<file path="src/rtl/scsi_regs_pkg.sv">
// Shared constants and types for the SCSI host register unit.
// Assumes a 16-entry register index space and byte-wide data.
package scsi_regs_pkg;
    localparam int IDX_W  = 4;
    localparam int BYTE_W = 8;
    localparam int SEQ_W  = 3;

    localparam logic [IDX_W-1:0] IDX_TCLO  = 4'd0;
    localparam logic [IDX_W-1:0] IDX_TCMID = 4'd1;
    localparam logic [IDX_W-1:0] IDX_TCHI  = 4'd2;
    localparam logic [IDX_W-1:0] IDX_CMD   = 4'd3;
    localparam logic [IDX_W-1:0] IDX_STAT  = 4'd4;
    localparam logic [IDX_W-1:0] IDX_RSN   = 4'd5;
    localparam logic [IDX_W-1:0] IDX_SEQ   = 4'd6;
    localparam logic [IDX_W-1:0] IDX_FLG   = 4'd7;
    localparam logic [IDX_W-1:0] IDX_CPL   = 4'd15;
    localparam int CFG_BASE = 8;
    localparam int CFG_CNT  = 7;

    localparam logic [6:0] OP_NOP    = 7'h00;
    localparam logic [6:0] OP_FLUSH  = 7'h01;
    localparam logic [6:0] OP_HRST   = 7'h02;
    localparam logic [6:0] OP_BUSRST = 7'h03;
    localparam logic [6:0] OP_ICC    = 7'h11;
    localparam logic [6:0] OP_MSGACC = 7'h12;
    localparam logic [6:0] OP_PAD    = 7'h18;
    localparam logic [6:0] OP_SELON  = 7'h44;
    localparam logic [6:0] OP_SELOFF = 7'h45;

    localparam logic [BYTE_W-1:0] RSN_FC  = 8'h08;
    localparam logic [BYTE_W-1:0] RSN_BS  = 8'h10;
    localparam logic [BYTE_W-1:0] RSN_DC  = 8'h20;
    localparam logic [BYTE_W-1:0] RSN_RST = 8'h80;
    localparam logic [SEQ_W-1:0]  SEQ_DONE = 3'd4;
    localparam logic [BYTE_W-1:0] CFG1_INIT = 8'h07;
    localparam int CFG1_QUIET_BIT = 6;

    typedef struct packed {
        logic              known;
        logic              hard_rst;
        logic              ld_rsn;
        logic [BYTE_W-1:0] rsn;
        logic              clr_seq;
        logic              clr_flags;
        logic              set_mi;
        logic              tc_only;
        logic              raise;
        logic              raise_gated;
    } cmd_act_t;
endpackage

</file>
<file path="src/rtl/scsi_cmd_decode.sv">
// Maps a 7-bit command operation to a set of register actions.
// Purely combinational; unknown codes yield an all-zero action.
module scsi_cmd_decode
    import scsi_regs_pkg::*;
(
    input  logic [6:0] op,
    output cmd_act_t   act
);
    // Decode the operation into register actions
    always_comb begin
        act = '0;
        act.known = 1'b1;
        case (op)
            OP_NOP:    ;
            OP_FLUSH:  begin act.ld_rsn = 1'b1; act.rsn = RSN_FC; act.clr_seq = 1'b1;
                             act.clr_flags = 1'b1; act.raise = 1'b1; end
            OP_HRST:   act.hard_rst = 1'b1;
            OP_BUSRST: begin act.ld_rsn = 1'b1; act.rsn = RSN_RST; act.raise_gated = 1'b1; end
            OP_ICC:    begin act.ld_rsn = 1'b1; act.rsn = RSN_FC; act.set_mi = 1'b1;
                             act.raise = 1'b1; end
            OP_MSGACC: begin act.ld_rsn = 1'b1; act.rsn = RSN_DC; act.clr_seq = 1'b1;
                             act.clr_flags = 1'b1; act.raise = 1'b1; end
            OP_PAD:    begin act.ld_rsn = 1'b1; act.rsn = RSN_FC; act.clr_seq = 1'b1;
                             act.tc_only = 1'b1; act.raise = 1'b1; end
            OP_SELON, OP_SELOFF: begin act.ld_rsn = 1'b1; act.rsn = '0; end
            default:   act.known = 1'b0;
        endcase
    end
endmodule

</file>
<file path="src/rtl/scsi_irq_track.sv">
// Owns the interrupt-pending bit and the parked completion.
// Assumes at most one completion pulse per cycle; a host command write
// in the same cycle (hold) forces the completion to be parked.
module scsi_irq_track #(
    parameter int BYTE_W = 8
) (
    input  logic              clk,
    input  logic              rst_n,
    input  logic              soft_clr,
    input  logic              raise,
    input  logic              lower,
    input  logic              hold,
    input  logic              cpl_pulse,
    input  logic [BYTE_W-1:0] cpl_status,
    output logic              int_q,
    output logic              defer_q,
    output logic              report,
    output logic [BYTE_W-1:0] report_byte
);
    logic [BYTE_W-1:0] defer_byte_q;
    logic              park;

    // Decide whether a completion is reported now or parked
    always_comb begin
        report      = !int_q && !hold && (cpl_pulse || defer_q);
        report_byte = cpl_pulse ? cpl_status : defer_byte_q;
        park        = cpl_pulse && (int_q || hold);
    end

    // Interrupt bit and parked-completion storage
    always_ff @(posedge clk) begin
        if (!rst_n || soft_clr) begin
            int_q        <= 1'b0;
            defer_q      <= 1'b0;
            defer_byte_q <= '0;
        end else begin
            if (raise || report) int_q <= 1'b1;
            else if (lower)      int_q <= 1'b0;
            if (park) begin
                defer_q      <= 1'b1;
                defer_byte_q <= cpl_status;
            end else if (report) begin
                defer_q <= 1'b0;
            end
        end
    end
endmodule

</file>
<file path="src/rtl/scsi_read_mux.sv">
// Selects the read value for a register index. Combinational.
// Transfer-count high returns CHIP_ID until it has been written.
module scsi_read_mux
    import scsi_regs_pkg::*;
#(
    parameter logic [7:0] CHIP_ID = 8'hA2
) (
    input  logic [IDX_W-1:0]          idx,
    input  logic [3*BYTE_W-1:0]       tc_rd,
    input  logic                      tchi_written,
    input  logic [BYTE_W-1:0]         cmd,
    input  logic [BYTE_W-1:0]         status,
    input  logic [BYTE_W-1:0]         rsn,
    input  logic [SEQ_W-1:0]          seq,
    input  logic [BYTE_W-1:0]         flags,
    input  logic [CFG_CNT*BYTE_W-1:0] cfg,
    input  logic [BYTE_W-1:0]         cpl,
    output logic [BYTE_W-1:0]         data
);
    // Index decode of all readable registers
    always_comb begin
        data = '0;
        case (idx)
            IDX_TCLO:  data = tc_rd[0 +: BYTE_W];
            IDX_TCMID: data = tc_rd[BYTE_W +: BYTE_W];
            IDX_TCHI:  data = tchi_written ? tc_rd[2*BYTE_W +: BYTE_W] : CHIP_ID;
            IDX_CMD:   data = cmd;
            IDX_STAT:  data = status;
            IDX_RSN:   data = rsn;
            IDX_SEQ:   data = BYTE_W'(seq);
            IDX_FLG:   data = flags;
            IDX_CPL:   data = cpl;
            default: begin
                for (int k = 0; k < CFG_CNT; k++)
                    if (idx == IDX_W'(CFG_BASE + k)) data = cfg[k*BYTE_W +: BYTE_W];
            end
        endcase
    end
endmodule

</file>
<file path="src/rtl/scsi_host_regfile.sv">
// Host register front end of a SCSI controller: status, interrupt reason,
// sequence step, flags, command and configuration registers, one level
// interrupt. Assumes one host access per cycle and a synchronous reset.
module scsi_host_regfile
    import scsi_regs_pkg::*;
#(
    parameter int         ADDR_SHIFT = 2,
    parameter logic [7:0] CHIP_ID    = 8'hA2
) (
    input  logic                        clk,
    input  logic                        rst_n,
    input  logic [ADDR_SHIFT+IDX_W-1:0] bus_addr,
    input  logic                        bus_rd,
    input  logic                        bus_wr,
    input  logic [2:0]                  bus_bytes,
    input  logic [BYTE_W-1:0]           bus_wdata,
    output logic [BYTE_W-1:0]           bus_rdata,
    input  logic                        cpl_pulse,
    input  logic [BYTE_W-1:0]           cpl_status,
    output logic                        irq
);
    localparam int TC_W = 3 * BYTE_W;

    logic [IDX_W-1:0]  idx;
    logic              rd_ok, wr_ok, cmd_wr, cmd_go, hard, rsn_rd, raise_cmd;
    cmd_act_t          act;
    logic [TC_W-1:0]   tc_wr_q, tc_rd_q;
    logic              tchi_written_q;
    logic [BYTE_W-1:0] cmd_q, rsn_q, flags_q, cpl_q, status, rd_mux;
    logic [SEQ_W-1:0]  seq_q;
    logic              stat_tc_q, stat_ph_q, stat_mi_q;
    logic [BYTE_W-1:0] cfg_q [CFG_CNT];
    logic [CFG_CNT*BYTE_W-1:0] cfg_flat;
    logic              int_q, defer_q, report;
    logic [BYTE_W-1:0] report_byte;

    generate
        if (ADDR_SHIFT > 0) begin : g_lsb
            logic unused_lsb;
            assign unused_lsb = ^bus_addr[ADDR_SHIFT-1:0];
        end
        for (genvar g = 0; g < CFG_CNT; g++) begin : g_cfg
            assign cfg_flat[g*BYTE_W +: BYTE_W] = cfg_q[g];
        end
    endgenerate

    // Access qualification and command-side strobes
    always_comb begin
        idx       = bus_addr[ADDR_SHIFT +: IDX_W];
        rd_ok     = bus_rd && !bus_wr && (bus_bytes == 3'd1);
        wr_ok     = bus_wr && !bus_rd && (bus_bytes == 3'd1 || bus_bytes == 3'd4);
        cmd_wr    = wr_ok && (idx == IDX_CMD);
        cmd_go    = cmd_wr && act.known;
        hard      = cmd_go && act.hard_rst;
        rsn_rd    = rd_ok && (idx == IDX_RSN);
        raise_cmd = cmd_go && (act.raise ||
                    (act.raise_gated && !cfg_q[0][CFG1_QUIET_BIT]));
        status    = {int_q, 2'b00, stat_tc_q, 2'b00, stat_ph_q, stat_mi_q};
        irq       = int_q;
    end

    scsi_cmd_decode u_dec (.op(bus_wdata[6:0]), .act(act));

    scsi_irq_track #(.BYTE_W(BYTE_W)) u_irq (
        .clk(clk), .rst_n(rst_n), .soft_clr(hard), .raise(raise_cmd),
        .lower(rsn_rd), .hold(cmd_wr), .cpl_pulse(cpl_pulse),
        .cpl_status(cpl_status), .int_q(int_q), .defer_q(defer_q),
        .report(report), .report_byte(report_byte)
    );

    scsi_read_mux #(.CHIP_ID(CHIP_ID)) u_mux (
        .idx(idx), .tc_rd(tc_rd_q), .tchi_written(tchi_written_q), .cmd(cmd_q),
        .status(status), .rsn(rsn_q), .seq(seq_q), .flags(flags_q),
        .cfg(cfg_flat), .cpl(cpl_q), .data(rd_mux)
    );

    // Register state: read data, counts, status fields and configuration
    always_ff @(posedge clk) begin
        if (!rst_n || hard) begin
            bus_rdata <= '0; tc_wr_q <= '0; tc_rd_q <= '0; tchi_written_q <= 1'b0;
            cmd_q <= '0; rsn_q <= '0; flags_q <= '0; cpl_q <= '0; seq_q <= '0;
            stat_tc_q <= 1'b0; stat_ph_q <= 1'b0; stat_mi_q <= 1'b0;
            for (int k = 0; k < CFG_CNT; k++) cfg_q[k] <= (k == 0) ? CFG1_INIT : '0;
        end else begin
            if (rd_ok) bus_rdata <= rd_mux;
            if (rsn_rd) begin
                rsn_q     <= '0;
                stat_tc_q <= 1'b0;
                seq_q     <= SEQ_DONE;
            end
            if (wr_ok) begin
                if (idx == IDX_TCLO)  tc_wr_q[0 +: BYTE_W]        <= bus_wdata;
                if (idx == IDX_TCMID) tc_wr_q[BYTE_W +: BYTE_W]   <= bus_wdata;
                if (idx == IDX_TCHI) begin
                    tc_wr_q[2*BYTE_W +: BYTE_W] <= bus_wdata;
                    tchi_written_q <= 1'b1;
                end
                for (int k = 0; k < CFG_CNT; k++)
                    if (idx == IDX_W'(CFG_BASE + k)) cfg_q[k] <= bus_wdata;
            end
            if (cmd_go) begin
                cmd_q <= bus_wdata;
                if (bus_wdata[7])    tc_rd_q <= tc_wr_q;
                if (act.ld_rsn)      rsn_q   <= act.rsn;
                if (act.clr_seq)     seq_q   <= '0;
                if (act.clr_flags)   flags_q <= '0;
                if (act.set_mi)      stat_mi_q <= 1'b1;
                if (act.tc_only) begin
                    stat_tc_q <= 1'b1; stat_ph_q <= 1'b0; stat_mi_q <= 1'b0;
                end
            end
            if (report) begin
                stat_tc_q <= 1'b0; stat_ph_q <= 1'b1; stat_mi_q <= 1'b0;
                rsn_q   <= RSN_BS | RSN_FC;
                seq_q   <= SEQ_DONE;
                flags_q <= 8'h01;
                cpl_q   <= report_byte;
            end
        end
    end
endmodule

</file>
<file path="config.mk">
export PLATFORM = sky130hd
export DESIGN_NAME = scsi_host_regfile
export DESIGN_NICKNAME = d
export VERILOG_FILES = /design/src/rtl/scsi_regs_pkg.sv /design/src/rtl/scsi_cmd_decode.sv /design/src/rtl/scsi_irq_track.sv /design/src/rtl/scsi_read_mux.sv /design/src/rtl/scsi_host_regfile.sv
export SDC_FILE = /design/constraint.sdc
export NUM_CORES = 1
export LEC_CHECK = 0
export BUFFER_PORTS_ARGS = -buffer_cell sky130_fd_sc_hd__buf_2
export CAP_MARGIN = 20
export CORE_MARGIN = 2
export CORE_UTILIZATION = 65
export DETAILED_ROUTE_END_ITERATION = 16
export PLACE_DENSITY_LB_ADDON = 0.08
export SLEW_MARGIN = 25
export SYNTH_ARGS = -nofsm -noshare
export SYNTH_HDL_FRONTEND = slang
export SYNTH_SLANG_ARGS = --single-unit
</file>
<file path="constraint.sdc">
create_clock -name clk -period 5.4 [get_ports clk]
set_input_delay 0.54 -clock clk [delete_from_list [all_inputs] [get_ports clk]]
set_output_delay 0.54 -clock clk [all_outputs]
set_load 0.02 [all_outputs]
</file>
### Word level (Yosys, flattened, before mapping)

Memory sizes are Yosys's and may differ from the RTL's.
Index checks and enable logic that the tools add are counted.

* equality and inequality tests: 25
* multiplexer cells: 79
* bitwise gates (word level): 7
* reductions and logical operators: 47

Operator list (number)
* 8-bit 2-to-1 mux: 19
* 8-bit one-hot mux with 9 select lines: 1
* 1-bit 2-to-1 mux: 53
* 9-bit one-hot mux with 4 select lines: 1
* 4-bit == test (second input constant): 8
* 7-bit by 5-bit == test with 1-bit output (second input constant): 3
* 4-bit by 3-bit == test with 1-bit output (second input constant): 4
* 7-bit by 2-bit == test with 1-bit output (second input constant): 2
* 7-bit == test (second input constant): 2
* 2-bit AND reduction: 7
* 1-bit logical AND: 13
* 3-bit 2-to-1 mux: 4
* 2-bit nonzero test: 6
* 9-bit OR reduction: 1
* 4-bit by 2-bit == test with 1-bit output (second input constant): 2
* 7-bit by 1-bit == test with 1-bit output (second input constant): 1
* 7-bit zero test: 1
* 1-bit OR: 7
* 1-bit zero test: 6
* 1-bit logical OR: 6
* 2-bit OR reduction: 3
* 3-bit OR reduction: 2
* 5-bit 2-to-1 mux: 1
* 4-bit by 1-bit == test with 1-bit output (second input constant): 1
* other kinds (4): 4

* input bits: 30
* output and inout bits: 9
* memory bits (writable): 56
* memories kept: 1
* register bits after elaboration: 98
* word-level logic and storage cells: 178

Memories
* cfg_q: words 7, width 8, read ports 7, clocked after Yosys merged registers in 0, write ports 7, line scsi_host_regfile.sv:32 `logic [BYTE_W-1:0] cfg_q [CFG_CNT];`

### Depth between registers and ports, before layout

* depth in word-level cells: 10
* depth in mapped cells: 8
* mapped depth without buffers: 5

### Hierarchy

Synthesis repeated with hierarchy kept, for this count alone.

* cell total of the unflattened synthesis: 789
* area, all modules: 7739.9 um2

Modules (own cells, without submodules)
* scsi_host_regfile: cells an instance 501, seq. area each 3443.3 um2, area each 5581.6 um2, instances 1
* scsi_read_mux: cells an instance 190, seq. area each 0.0 um2, area each 1332.5 um2, instances 1
* scsi_irq_track: cells an instance 55, seq. area each 200.2 um2, area each 544.3 um2, instances 1
* scsi_cmd_decode: cells an instance 43, seq. area each 0.0 um2, area each 281.5 um2, instances 1

### Worst setup path after synthesis

Ideal clock, no wire load.

* path type: in2reg
* start: input bus_rd
* end: memory cfg_q[0][0] (enable)
* path buffers: 1
* stages: 5
* data arrival time: 2194 ps
* path slack: 2822 ps
* library setup time: 384 ps
* data required time: 5016 ps
* cells stage by stage: or3b_1 > or4_1 > o21a_1 > clkbuf_1 > o21ai_0

RTL lines
* from (decl): line scsi_host_regfile.sv:13 `input logic bus_rd,`
* to (decl): line scsi_host_regfile.sv:32

### Worst setup path in the final report

* start: input bus_addr[3]
* end: register u_irq.defer_q

* longest elaborated chain between the ends: 6
* elaborated cells on any way between the ends: 12
* those cells by class: eq/ne: 1; mux: 1; reduce/logical: 10

Ends and longest elaborated chain
* from (decl): line scsi_host_regfile.sv:12 `input logic [ADDR_SHIFT+IDX_W-1:0] bus_addr,`
* 4-bit by 2-bit == test with 1-bit output (*): line scsi_host_regfile.sv:52 `cmd_wr = wr_ok && (idx == IDX_CMD);`
* 1-bit logical AND (*): line scsi_host_regfile.sv:52
* 1-bit zero test: line scsi_irq_track.sv:25 `report = !int_q && !hold && (cpl_pulse || defer_q);`
* 1-bit logical AND (2 in a row): line scsi_irq_track.sv:25
* 2-bit nonzero test (no line)
* to (signal assigned): line scsi_irq_track.sv:34 `defer_q <= 1'b0;`
* to (signal assigned): line scsi_irq_track.sv:40 `defer_q <= 1'b1;`
* to (signal assigned): line scsi_irq_track.sv:43 `defer_q <= 1'b0;`
* to (decl): line scsi_irq_track.sv:16 `output logic defer_q,`

Every way passes the cells marked *; elsewhere a longest branch is shown, timed or not.
A chain may end at the register's enable or synchronous reset.

==> metrics <==
Resize count post-CTS=0; post-detail-place hpwl=between 10 and 15 mm; CP required=between 5 and 6 ns; multi-input logic area=around 3200 um^2; Setup WS pre-CTS=between 1.5 and 2 ns; WP buf/inv=2; clock slew at reported path FFs=0.06 ns; Slew headroom=between 30% and 40%; simple-gate share of the synthesized area=around a fifth; critical path's largest stage delay=~0.67 ns; Max Cap Viol=0; first-pass GRT wire length=~31 mm; post-place instance area=roughly 7400 um^2; share of cells above drive strength 1=around an eighth; clock latency at the later pin of the worst-skew pair=about 0.55 ns; crit path time final=3.19 ns; vias=5993; vias in the first global route=5529; FP Rows=38; Cell Area, Synth=just over 7000 um^2; Post-Synthesis Cells=between 700 and 800; CP top delay family=buffers and inverters; overall power=2.68 mW; area of the core=10800 um^2; top_reg_cell synth=dfxtp_1; period utilization=59.1%; XOR/XNOR share of the synthesized area=0.244%; CTS buffer count=17; synth cell count leaders=dfxtp_1, and2_1, nor2_1, a21oi_1; Pre-Repair DR Iteration Count=5; setup_tns=0 ns; RSZ-0062 raised after global routing=no; Final Setup Violations=0; largest family of logic cells by synthesized area=simple AND/OR/NAND/NOR gates; Avg Cell Area, Syn=around 9.8 um^2; Clock Tree Buf Depth=2; drt initial violations=slightly above 700; slowest CP cell=buf_4; CTS tree=yes; IO Pins=39; Highest Clock Rate=313 MHz; Slew Viols, Final=0; post-synth top area share=about 27%; worst setup path category=input port to flop; Setup crit end kind=flop; Ys Warns=0; Leak Pwr=~3.0 nW; nets=approximately 760; critical path peak fanout=just under 70; Starting Density=approximately two thirds; Worst Hold Class=input port to flop; Synth Net Count=760; register area share after synthesis=about half; FF-to-FF setup slack=about 3.5 ns; outcome=completed; mux share of post-synthesis cell area=roughly a tenth; RePlAce Congestion=about 0.91; Async SR Flop Fraction=0%; Synth Area in Compound Gates=~15%; grt ovf=0; Synth-to-Final Area Change=10.8%; hold slack=approximately 0.24 ns; Reg area=roughly 3600 um^2; CTS root buffer=clkbuf_8; vias per inst=6.77; cell taking the most area after synthesis=dfxtp_1; DIE WIDTH=roughly 110 um; # DRC=0; post-synthesis cell type count=64; skew final=roughly 0.008 ns; initial antenna violation count=0; type of origin of the critical path=input port; final wirelength=19.9 mm; Global Route Usage Sum=~36%; Die ar.=11900 um^2; Post-DRT Antenna Nets=0; Adder-Cell Fraction of Synth Area=0%; largest net degree at the start of global routing=70; Antenna Cells=0; Post-synth EDFFs=56; Yosys reg bits=about 150; Post-CTS Hold Fix Bufs=0; pwr dens=roughly 340 nW/um^2; IO buf count=36; fillers=about 840; top-count cell post-synth=dfxtp_1; Worst Tran Pin Value=around 0.96 ns; Final Hold Fails=0; ranking of synthesized cells by area=dfxtp_1, edfxtp_1, mux2i_1; setup ws final=about 2.2 ns; wire per inst=around 23 um; Post-CTS Setup Bufs=0; CTS sink count=154; worst vdd ir=around 0.3 mV; chip height=around 110 um; crit-path cells=buf_2, nand2_1, or4_1, o21ai_4, buf_4, nor3_1; Final Cell Area=7940 um^2; Data arrival, critical path=3.60 ns; # H-tree levels=4
==> worst register-to-register path, stage by stage, from the launching register on <==
cell	delay, ns
dfxtp_1	0.31
inv_1	0.10
nor3_1	0.66
a22oi_1	0.31
a311o_1	0.41
o21ai_0	0.08
==> final timing paths <==
| kind | from | end | depth (start not counted) |
|---|---|---|---|
| max | bus_addr[3] | u_irq.defer_q | 6 |
| min | cpl_status[3] | u_irq.defer_byte_q[3] | 3 |
| max reg2reg | tchi_written_q | bus_rdata[4] | 5 |
| min reg2reg | cmd_q[6] | cmd_q[6] | 2 |
==> where the power goes <==
| group | total [mW] | internal, mW | leakage, nW | switching, mW |
|---|---|---|---|---|
| Sequential | 1.26 | 1.24 | 1.33 | 0.0194 |
| Clock | 1.20 | 0.743 | 0.292 | 0.460 |
| Combinational | 0.215 | 0.0681 | 1.41 | 0.146 |
==> layer usage <==
layer / track usage, % / routed length, um
met3: 8.91 / 2210
met2: 51.6 / 8780
met1: 50.6 / 8310
met5: 0 / 0
met4: 15.4 / 609
==> layout by cell type, fill, tap and decap left out, types with 3 or more instances in the layout <==
master / instances
clkbuf_1: 4
mux4_2: 8
buf_4: 10
nand4_1: 26
and2_1: 61
edfxtp_1: 56
bufinv_16: 3
a21oi_1: 57
mux2_2: 6
dfxtp_1: 98
nor3_1: 11
a22o_1: 3
nand2_1: 39
buf_2: 36
nand2b_1: 6
o21ai_0: 54
a31oi_1: 7
clkbuf_16: 17
mux2i_1: 47
a22oi_1: 13
nor2b_1: 8
a211oi_1: 12
nor2_1: 61
inv_1: 7
a32oi_1: 3
nand3_1: 26
and3_1: 5
o221ai_1: 3
==> area by class of cell <==
| class | instances | share of cell area, % |
|---|---|---|
| clock inverter | 7 | 1.42 |
| multi-input combinational | 506 | 40.9 |
| timing repair buffer | 46 | 3.22 |
| inverter | 8 | 0.378 |
| sequential | 154 | 45.9 |
| tap | 140 | 2.21 |
| clock buffer | 24 | 5.96 |
==> stage by stage <==
stage / util, % / cells
after global routing: 73.6 / 885
after floorplan: - / 730
final: 73.6 / 885
after global placement: 68.1 / 854
after detailed placement: 68.1 / 854
after CTS: 73.6 / 885
==> state kept, by name, summed over array words and instances, names as in the netlist, 8 cells and up <==
name                count
cmd_q                   8
tc_rd_q                24
rsn_q                   8
bus_rdata               8
tc_wr_q                24
cfg_q                  56
cpl_q                   8
u_irq.defer_byte_q      8
==> cells by family after synthesis <==
group,count (synthesis)
buffers and inverters,70
muxes,61
and+or+nand+nor,268
AOI/OAI and AO/OA,175
xor gates and xnor gates,2
DFF,154
Power figures use the tool's default switching activity.
